==> config.mk <==
export PLATFORM = sky130hd
export DESIGN_NAME = gpio_mask_port
export DESIGN_NICKNAME = d
export VERILOG_FILES = /design/src/rtl/gpio_mask_port.sv
export SDC_FILE = /design/constraint.sdc
export NUM_CORES = 1
export LEC_CHECK = 0
export BUFFER_PORTS_ARGS = -buffer_cell sky130_fd_sc_hd__buf_4
export CAP_MARGIN = 40
export CORE_ASPECT_RATIO = 1.1
export CORE_UTILIZATION = 45
export DETAILED_ROUTE_END_ITERATION = 8
export GPL_TIMING_DRIVEN = 0
export HOLD_SLACK_MARGIN = 0.03
export PLACE_DENSITY = 0.78
export SETUP_SLACK_MARGIN = 0.4
export SYNTH_ARGS = -nofsm -noshare
export SYNTH_HDL_FRONTEND = slang
export SYNTH_SLANG_ARGS = --single-unit
==> constraint.sdc <==
create_clock -name clk -period 2.1 [get_ports clk]
set_input_delay 0.21 -clock clk [delete_from_list [all_inputs] [get_ports clk]]
set_output_delay 0.21 -clock clk [all_outputs]
set_load 0.01 [all_outputs]
==> src/rtl/gpio_mask_port.sv <==
module gpio_mask_port #(
  parameter int WIDTH = 32,
  parameter int AW    = 5,
  parameter int SYNC  = 2
) (
  input  logic             clk,
  input  logic             rst_n,
  input  logic             bus_sel,
  input  logic             bus_wr,
  input  logic [AW-1:0]    bus_addr,
  input  logic [WIDTH/8-1:0] bus_be,
  input  logic [WIDTH-1:0] bus_wdata,
  output logic [WIDTH-1:0] bus_rdata,
  input  logic [WIDTH-1:0] pin_in,
  output logic [WIDTH-1:0] pin_out,
  output logic [WIDTH-1:0] pin_oe
);
  localparam int LANES = WIDTH / 8;
  localparam logic [AW-1:0] OFF_DIR = AW'(8'h00);
  localparam logic [AW-1:0] OFF_MSK = AW'(8'h10);
  localparam logic [AW-1:0] OFF_PIN = AW'(8'h14);
  localparam logic [AW-1:0] OFF_SET = AW'(8'h18);
  localparam logic [AW-1:0] OFF_CLR = AW'(8'h1C);

  logic [WIDTH-1:0] dir_q, mask_q, out_q, rdata_q;
  logic [WIDTH-1:0] sync_q [SYNC];
  logic [WIDTH-1:0] lane_bits, sel_bits, pin_vis;

  for (genvar g = 0; g < LANES; g++) begin : g_lane
    assign lane_bits[8*g +: 8] = {8{bus_be[g]}};
  end

  wire wr_any  = bus_sel & bus_wr;
  wire rd_any  = bus_sel & ~bus_wr;
  wire hit_dir = wr_any && (bus_addr == OFF_DIR);
  wire hit_msk = wr_any && (bus_addr == OFF_MSK);
  wire hit_pin = wr_any && (bus_addr == OFF_PIN);
  wire hit_set = wr_any && (bus_addr == OFF_SET);
  wire hit_clr = wr_any && (bus_addr == OFF_CLR);

  assign sel_bits = lane_bits & ~mask_q;
  assign pin_vis  = sync_q[SYNC-1];

  always_ff @(posedge clk) begin
    if (!rst_n) begin
      for (int i = 0; i < SYNC; i++) sync_q[i] <= '0;
    end else begin
      sync_q[0] <= pin_in;
      for (int i = 1; i < SYNC; i++) sync_q[i] <= sync_q[i-1];
    end
  end

  always_ff @(posedge clk) begin
    if (!rst_n) begin
      dir_q  <= '0;
      mask_q <= '0;
      out_q  <= '0;
    end else begin
      if (hit_dir) dir_q  <= (dir_q  & ~lane_bits) | (bus_wdata & lane_bits);
      if (hit_msk) mask_q <= (mask_q & ~lane_bits) | (bus_wdata & lane_bits);
      if (hit_pin)      out_q <= (out_q & ~sel_bits) | (bus_wdata & sel_bits);
      else if (hit_set) out_q <= out_q | (bus_wdata & sel_bits);
      else if (hit_clr) out_q <= out_q & ~(bus_wdata & sel_bits);
    end
  end

  always_ff @(posedge clk) begin
    if (!rst_n) rdata_q <= '0;
    else if (rd_any) begin
      case (bus_addr)
        OFF_DIR: rdata_q <= dir_q;
        OFF_MSK: rdata_q <= mask_q;
        OFF_PIN: rdata_q <= pin_vis & ~mask_q;
        OFF_SET: rdata_q <= out_q;
        default: rdata_q <= '0;
      endcase
    end
  end

  assign bus_rdata = rdata_q;
  assign pin_oe    = dir_q;
  assign pin_out   = out_q & dir_q;
endmodule


# Word level (Yosys, flattened, before mapping)
# Memories as Yosys holds them, arrays and structs flattened.
# Cells that the tools add are included.
# totals
regBits	128
n_memories	1
mem_bits_rw	64
elab_cells	46
out_inout_bits	96
# op_classes
n_eq_ne	4
n_mux	8
n_reduce_logical	7
bitwise	22
# mem_list
name	depth	width	read_ports	rd_clocked_by_memory_dff	wr	line	text
sync_q	2	32	2	0	2	26	logic [WIDTH-1:0] sync_q [SYNC];
# op_table
operator	n
$and A32 B32 Y32	9
$mux W32	5
$not A32 Y32	4
$or A32 B32 Y32	4
$pmux W32 S4	1
$eq A5 B5 Y1 const B	4
$logic_and A1 B1 Y1	5
$logic_not A5 Y1	1
$reduce_bool A3 Y1	1
$and A1 B1 Y1	2
$mux W1	2
$or A1 B1 Y1	2
$not A1 Y1	1

# Longest topological paths before layout
# Gate-level depths: netlist (run 1).
# logic_depth
ltp_word	8
ltp_mapped	6
mapped_depth_nobuf	3

# Worst setup path before layout (run 1)
# No wires, ideal clock.
# synth_path
kind	input port to flip-flop
startpoint	in bus_addr[1]
endpoint	reg (tool-made name)
path_slack_ns	0.556
arrival_time_ns	1.404
path_stages	6
path_buffers	3
path_cell_list	buf_2 > or4b_4 > buf_6 > buf_6 > o211ai_2 > o221ai_2
# synth_lines
element	line	text
start, declared	10	input logic [AW-1:0] bus_addr,

# Worst setup path after layout (run 1)
# layout_path
startpoint	in bus_addr[2]
endpoint	reg rdata_q[10] (netlist: bus_rdata[10])
# layout_between
elab_chain_len	2
elab_cells_between_ends	5
cone_classes	eq/ne: 3; mux: 1; reduce/logical: 1
# layout_lines
element	line	text
$eq A5 B5 Y1 or $logic_not A5 Y1 (tied branches)	70	case (bus_addr)
$pmux W32 S4 (*)	70	
end signal, assigned	71	OFF_DIR: rdata_q <= dir_q;
end signal, assigned	72	OFF_MSK: rdata_q <= mask_q;
end signal, assigned	73	OFF_PIN: rdata_q <= pin_vis & ~mask_q;
end, declared	25	logic [WIDTH-1:0] dir_q, mask_q, out_q, rdata_q;
# Mark *: on every way between the ends. The rest lies on a longest branch, timed or not.
# A chain may end at the register's enable or synchronous reset.

==> flow_metrics.py, run 1 <==
metrics = {
    "yosys": {
        "synth_top_family_by_area": "simple AND/OR/NAND/NOR gates",
        "synth_cell_types": 40,
        "synthCells": 898,
        "ys_top_cells_by_area": "dfxtp_1 (43%), mux2i_1 (7.1%), and2_1 (6.9%)",
        "synth_fa_ha_area_share_pct": 0,
        "yosys.area.top_type": "dfxtp_1",
        "synth-compound-area-share_pct": 17.2,
        "dominantRegCellSynth": "dfxtp_1",
        "yosys_warnings": 0,
        "synthSimpleGateAreaFrac_pct": 23.1,
        "synth_top_cell_area_share_pct": 42.6,
        "synth_edf_count": 0,
        "synth_nets": 975,
        "synth-seq-cells": 192,
        "yosysMostFrequentCell": "dfxtp_1",
        "synth.avg_cell_area_sq_um": 10.0,
        "syn_area_sq_um": 9010,
        "muxShareOfSynthArea_pct": 11.1,
        "synth-seq-area-share_pct": 42.6,
        "synth_xor_xnor_area_share_pct": 0.0972,
        "synth_commonest_cells": "dfxtp_1 (192), and2_1 (100), nand2_1 (97)",
        "synthArstFlopShare_pct": 0,
    },
    "clocking": {
        "clock-sinks": 192,
        "cts-buffers-inserted": 17,
        "insertion_delay_ps": 440,
        "clk_path_buf_depth": 2,
        "postCtsSetupBuffers": 0,
        "path_clk_slew_ps": 80,
        "htreeDepth": 4,
        "cts_tree": "built",
        "clock-root-buffer": "clkbuf_16",
    },
    "final_layout": {
        "final_cells": 1398,
        "area_growth_pct": 30.1,
        "nNetsFinal": 1214,
        "stdcell_area_sq_um": 11700,
        "drive_gt1_share_pct": 27.0,
        "fin_util_pct": 60.6,
    },
    "placed_design": {
        "portBuffers": 168,
        "gp_congestion": 0.887,
        "dpl.cell_count": 1313,
        "place_hpwl_um": 20100,
        "placed_cell_area_sq_um": 10600,
    },
    "floorplan": {
        "core-area_sq_um": 19400,
        "ios": 173,
        "initial_core_util_pct": 46.6,
        "design.die.area_sq_um": 20600,
        "row_count": 53,
        "die_w_um": 137,
        "die_y_um": 150,
    },
    "global_route": {
        "grt.overflow.total": 0,
        "grt.total_usage_pct": 29.1,
        "antenna_found_initial": 2,
        "grt_max_degree": 20,
        "grt_pass1_vias": 7985,
        "grt_pass1_wl_um": 45000,
    },
    "timing": {
        "drv_slew": 0,
        "min_period_ps": 1530,
        "max_freq_ghz": 0.654,
        "rsz0062_at_grt": "no",
        "fin_skew_ps": 5.84,
        "fin_crit_sh_pct": 72.8,
        "slew_headroom_pct": 39.6,
        "setup_viol_count_final": 0,
        "hold_viol": 0,
        "final.setup.tns_ps": 0,
        "worst_pin_slew_ps": 906,
    },
    "pwr": {
        "vdd_drop_max_mv": 0.616,
        "p_leak_nw": 4.62,
        "cellPowerDensity_nw_per_um2": 667,
    },
    "detailed_routing": {
        "avgViaCountPerCell": 5.97,
        "totalWireLength_um": 29600,
        "ant_nets": 0,
        "wire_per_inst_um": 21.2,
        "drt-pass1-iter-count": 6,
        "vias": 8344,
        "drc": 0,
        "drtIter0Drc": 879,
    },
    "worst_setup_path": {
        "required_ps": 2460,
        "startpoint_type": "primary input",
        "worstSetupPathType": "in -> reg",
        "worst_setup_path_end_kind": "register",
        "crit_path_max_fanout": 10,
        "crit_arrival_ps": 1890,
    },
    "worst_hold_path": {
        "hp-class": "in -> reg",
    },
    "status": {
        "status": "completed",
    },
    "job": {
        "cap_viol_max_count": 0,
    },
}
## metal layers
layer  global-route usage [%]  share of wire (%)  vias up  wire length [um]
met5                        0              0.057        -                17
met4                     15.5                3.8        2              1120
met3                     6.26                8.5       95              2520
met2                     47.2                 48      475             14300
met1                     35.8                 39     3973             11600
li1                         -                  -     3799                 -
## cell usage in the layout (no fill, tap or decap), types with 33 or more instances in the layout
| cell type | Yosys | final |
|---|---|---|
| and2_1 | 100 | 100 |
| dfxtp_1 | 192 | 192 |
| nand2_1 | 97 | 97 |
| dlygate4sd3_1 | 0 | 52 |
| clkbuf_1 | 54 | 52 |
| o221ai_1 | 33 | 33 |
| buf_4 | 3 | 171 |
| mux2i_1 | 64 | 64 |
## repair_timing
action,CTS,global route
gates resized for setup,0,4
hold buffers,52,0
setup endpoints to repair,0,6
hold endpoints to repair,52,0
## critical path, cell delays in order
cell      delay, ps
buf_4           140
buf_2           180
nor2_2          400
clkbuf_1        550
a22oi_1         200
o221ai_1        200
## power breakdown
part	internal, mW	switching [mW]
Sequential	3.70	0.0274
Clock	1.82	1.60
Combinational	0.273	0.404
## logic make-up (layout without fill, tap and decap cells)
family,Yosys count,after routing
and+or+nand+nor,325,325
DFF,192,192
AOI/OAI and AO/OA,167,167
buffers and inverters,117,369
muxes,96,96
xor gates and xnor gates,1,1
other,0,1
## cell type report
type / count / area (sq um)
Antenna cell: 1 / 2.50
Buffer: 86 / 418
Clock buffer: 17 / 425
Clock inverter: 15 / 193
Fill cell: 1633 / 7630
Inverter: 31 / 116
Multi-Input combinational cell: 589 / 4640
Sequential cell: 192 / 3840
Tap cell: 247 / 309
Timing Repair Buffer: 220 / 1780
## stage by stage
stage,hold slack [ps],power (mW),setup WS [ps]
global placement,413,4.38,58.8
detailed placement,418,4.39,45.5
finish,61.4,7.82,571
CTS,45.4,7.80,471
floorplan,337,4.10,556
global route,54.8,8.02,495
## worst paths after layout
| kind | start | end | slack [ps] | cells after the start |
|---|---|---|---|---|
| hold reg to reg | sync_q[0][15] | sync_q[0][47] | 430 | 1 |
| setup / recovery | bus_addr[2] | bus_rdata[10] | 570 | 6 |
| setup reg to reg | register | bus_rdata[30] | 770 | 3 |
| hold / removal | bus_wdata[20] | register | 60 | 2 |
(Power assumes the default switching activity.)
==> run 2: changes to the inputs <==
--- a/config.mk
+++ b/config.mk
@@ -12,7 +12,7 @@
 export DETAILED_ROUTE_END_ITERATION = 8
 export GPL_TIMING_DRIVEN = 0
 export HOLD_SLACK_MARGIN = 0.03
-export PLACE_DENSITY = 0.78
+export PLACE_DENSITY = 0.81
 export SETUP_SLACK_MARGIN = 0.4
 export SYNTH_ARGS = -nofsm -noshare
 export SYNTH_HDL_FRONTEND = slang
==> constraint.sdc (replaced) <==
create_clock -name clk -period 1.2 [get_ports clk]
set_input_delay 0.12 -clock clk [delete_from_list [all_inputs] [get_ports clk]]
set_output_delay 0.12 -clock clk [all_outputs]
set_load 0.01 [all_outputs]
==> flow_metrics.py, run 2 (same netlist as run 1, synthesis figures left out) <==
metrics = {
    "status": {
        "status": "finished, violations left",
        "failed_checks": "negative setup slack",
    },
    "pwr": {
        "vdd_drop_max_mv": 1.11,
        "power.total_mw": 14.0,
        "p_leak_nw": 5.88,
        "cellPowerDensity_nw_per_um2": 960,
    },
    "worst_setup_path": {
        "reg2reg_slack_ps": -70,
        "reg2regPathDepth": 3,
        "timing.rr.end": "bus_rdata[30]",
        "worstSetupPathType": "reg -> reg",
        "crit_path_max_fanout": 4,
        "crit_arrival_ps": 1630,
        "required_ps": 1560,
        "worst_setup_path_end_kind": "register",
        "startpoint_type": "register",
    },
    "final_layout": {
        "area_growth_pct": 62.2,
        "fin_util_pct": 75.5,
        "final_common_cell": "buf_6",
        "stdcell_area_sq_um": 14600,
        "antennaDiodeCount": 0,
        "layout_common_cells": "buf_6 (155), buf_4 (143), nand2_1 (97)",
        "nNetsFinal": 1342,
        "drive_gt1_share_pct": 54.2,
    },
    "global_route": {
        "grt.overflow.total": 0,
        "grt_pass1_wl_um": 53500,
        "grt_pass1_vias": 9715,
        "grt.total_usage_pct": 34.5,
        "antenna_found_initial": 0,
        "grt_max_degree": 17,
    },
    "timing": {
        "slew_headroom_pct": 32.0,
        "final.setup.worst_slack_ps": -68.6,
        "hold_viol": 0,
        "rsz0062_at_grt": "yes",
        "min_period_ps": 1270,
        "drv_slew": 0,
        "fin_skew_ps": 15.4,
        "worst_pin_slew_ps": 1020,
        "final.setup.tns_ps": -355,
        "setup_viol_count_final": 18,
        "max_freq_ghz": 0.788,
        "fin_crit_sh_pct": 106,
    },
    "floorplan": {
        "core-area_sq_um": 19400,
        "design.die.area_sq_um": 20600,
        "die_y_um": 150,
        "die_w_um": 137,
        "ios": 173,
        "initial_core_util_pct": 46.6,
        "row_count": 53,
    },
    "placed_design": {
        "placed_cell_area_sq_um": 10800,
        "gp_congestion": 0.898,
        "portBuffers": 168,
        "place_hpwl_um": 20100,
    },
    "job": {
        "cap_viol_max_count": 0,
    },
    "clocking": {
        "cts_tree": "built",
        "cts-buffers-inserted": 17,
        "htreeDepth": 4,
        "clock-root-buffer": "clkbuf_16",
        "insertion_delay_ps": 450,
        "path_clk_slew_ps": 80,
        "clock-sinks": 192,
        "clk_path_buf_depth": 2,
    },
    "detailed_routing": {
        "totalWireLength_um": 39500,
        "drtIter0Drc": 1271,
        "drc": 0,
        "drt-pass1-iter-count": 6,
        "ant_nets": 0,
        "vias": 9972,
        "avgViaCountPerCell": 6.54,
        "wire_per_inst_um": 25.9,
    },
    "worst_hold_path": {
        "hold_depth": 4,
        "hp-class": "in -> reg",
        "hold_path_startpoint": "bus_wdata[9]",
    },
}
==> run 2: cell types whose count changed in the layout (fill, tap and decap cells not counted), moves of 28 or more <==
cell / delta
a22oi_1: -30
a22oi_2: +30
clkbuf_2: +28
buf_6: +147
nor4b_1: -31
and2_1: -33
dfxtp_2: +66
clkbuf_1: -43
buf_4: -28
dfxtp_1: -100
dfxtp_4: +34
and2_4: +32
==> run 2: worst max path at each step <==
stage	slack (ps)	endpoint	cells after the start	start
3_3_place_gp	-500	register	7	bus_wr
6_report	-70	bus_rdata[30]	3	register
2_1_floorplan	-220	register	6	bus_addr[3]
5_1_grt	-60	bus_rdata[30]	3	register
4_1_cts	30	pin_out[30]	2	register
3_5_place_dp	-550	register	7	bus_wr
==> run 2: metrics by stage <==
stage | std cells | hold WS, ps | worst slack (ps)
finish | 1524 | 136 | -68.6
floorplan | 898 | 247 | -220
detailed placement | 1313 | 330 | -550
CTS | 1495 | 92.3 | 25.7
global placement | 1313 | 328 | -500
global route | 1524 | 161 | -56.9
==> run 2: report_power, final <==
part / internal, mW / switching (mW) / total, mW
logic: 0.684 / 0.938 / 1.62
clock network: 3.34 / 2.61 / 5.95
registers: 6.41 / 0.0515 / 6.46
total: 10.4 / 3.60 / 14.0
==> run 2: per-layer routing <==
layer | track usage (%) | up-vias | share of wire (%)
met5 | 0 | - | 0
met4 | 24.1 | 0 | 7.6
met3 | 9.49 | 271 | 11
met2 | 55.0 | 902 | 46
met1 | 40.0 | 4743 | 35
li1 | - | 4056 | -
==> run 2: critical path: stages (launching register included) <==
cell and delay, ps:
dfxtp_4 380, or3b_4 380, a21oi_2 210, a2bb2oi_2 210
==> run 2: final cells by class <==
cell class	instances	area (sq um)
Multi-Input combinational cell	589	5450
Clock buffer	22	454
Tap cell	247	309
Buffer	86	708
Clock inverter	9	134
Sequential cell	192	4050
Fill cell	1100	4740
Inverter	31	116
Timing Repair Buffer	348	3400
==> run 2: what timing repair did <==
action,4_1_cts,5_1_grt
hold buffers,64,0
resized for setup,393,140
setup endpoints to repair,234,229
endpoints found under the hold margin,127,0
pin swaps,60,49
buffers inserted,85,28
gates cloned,2,1
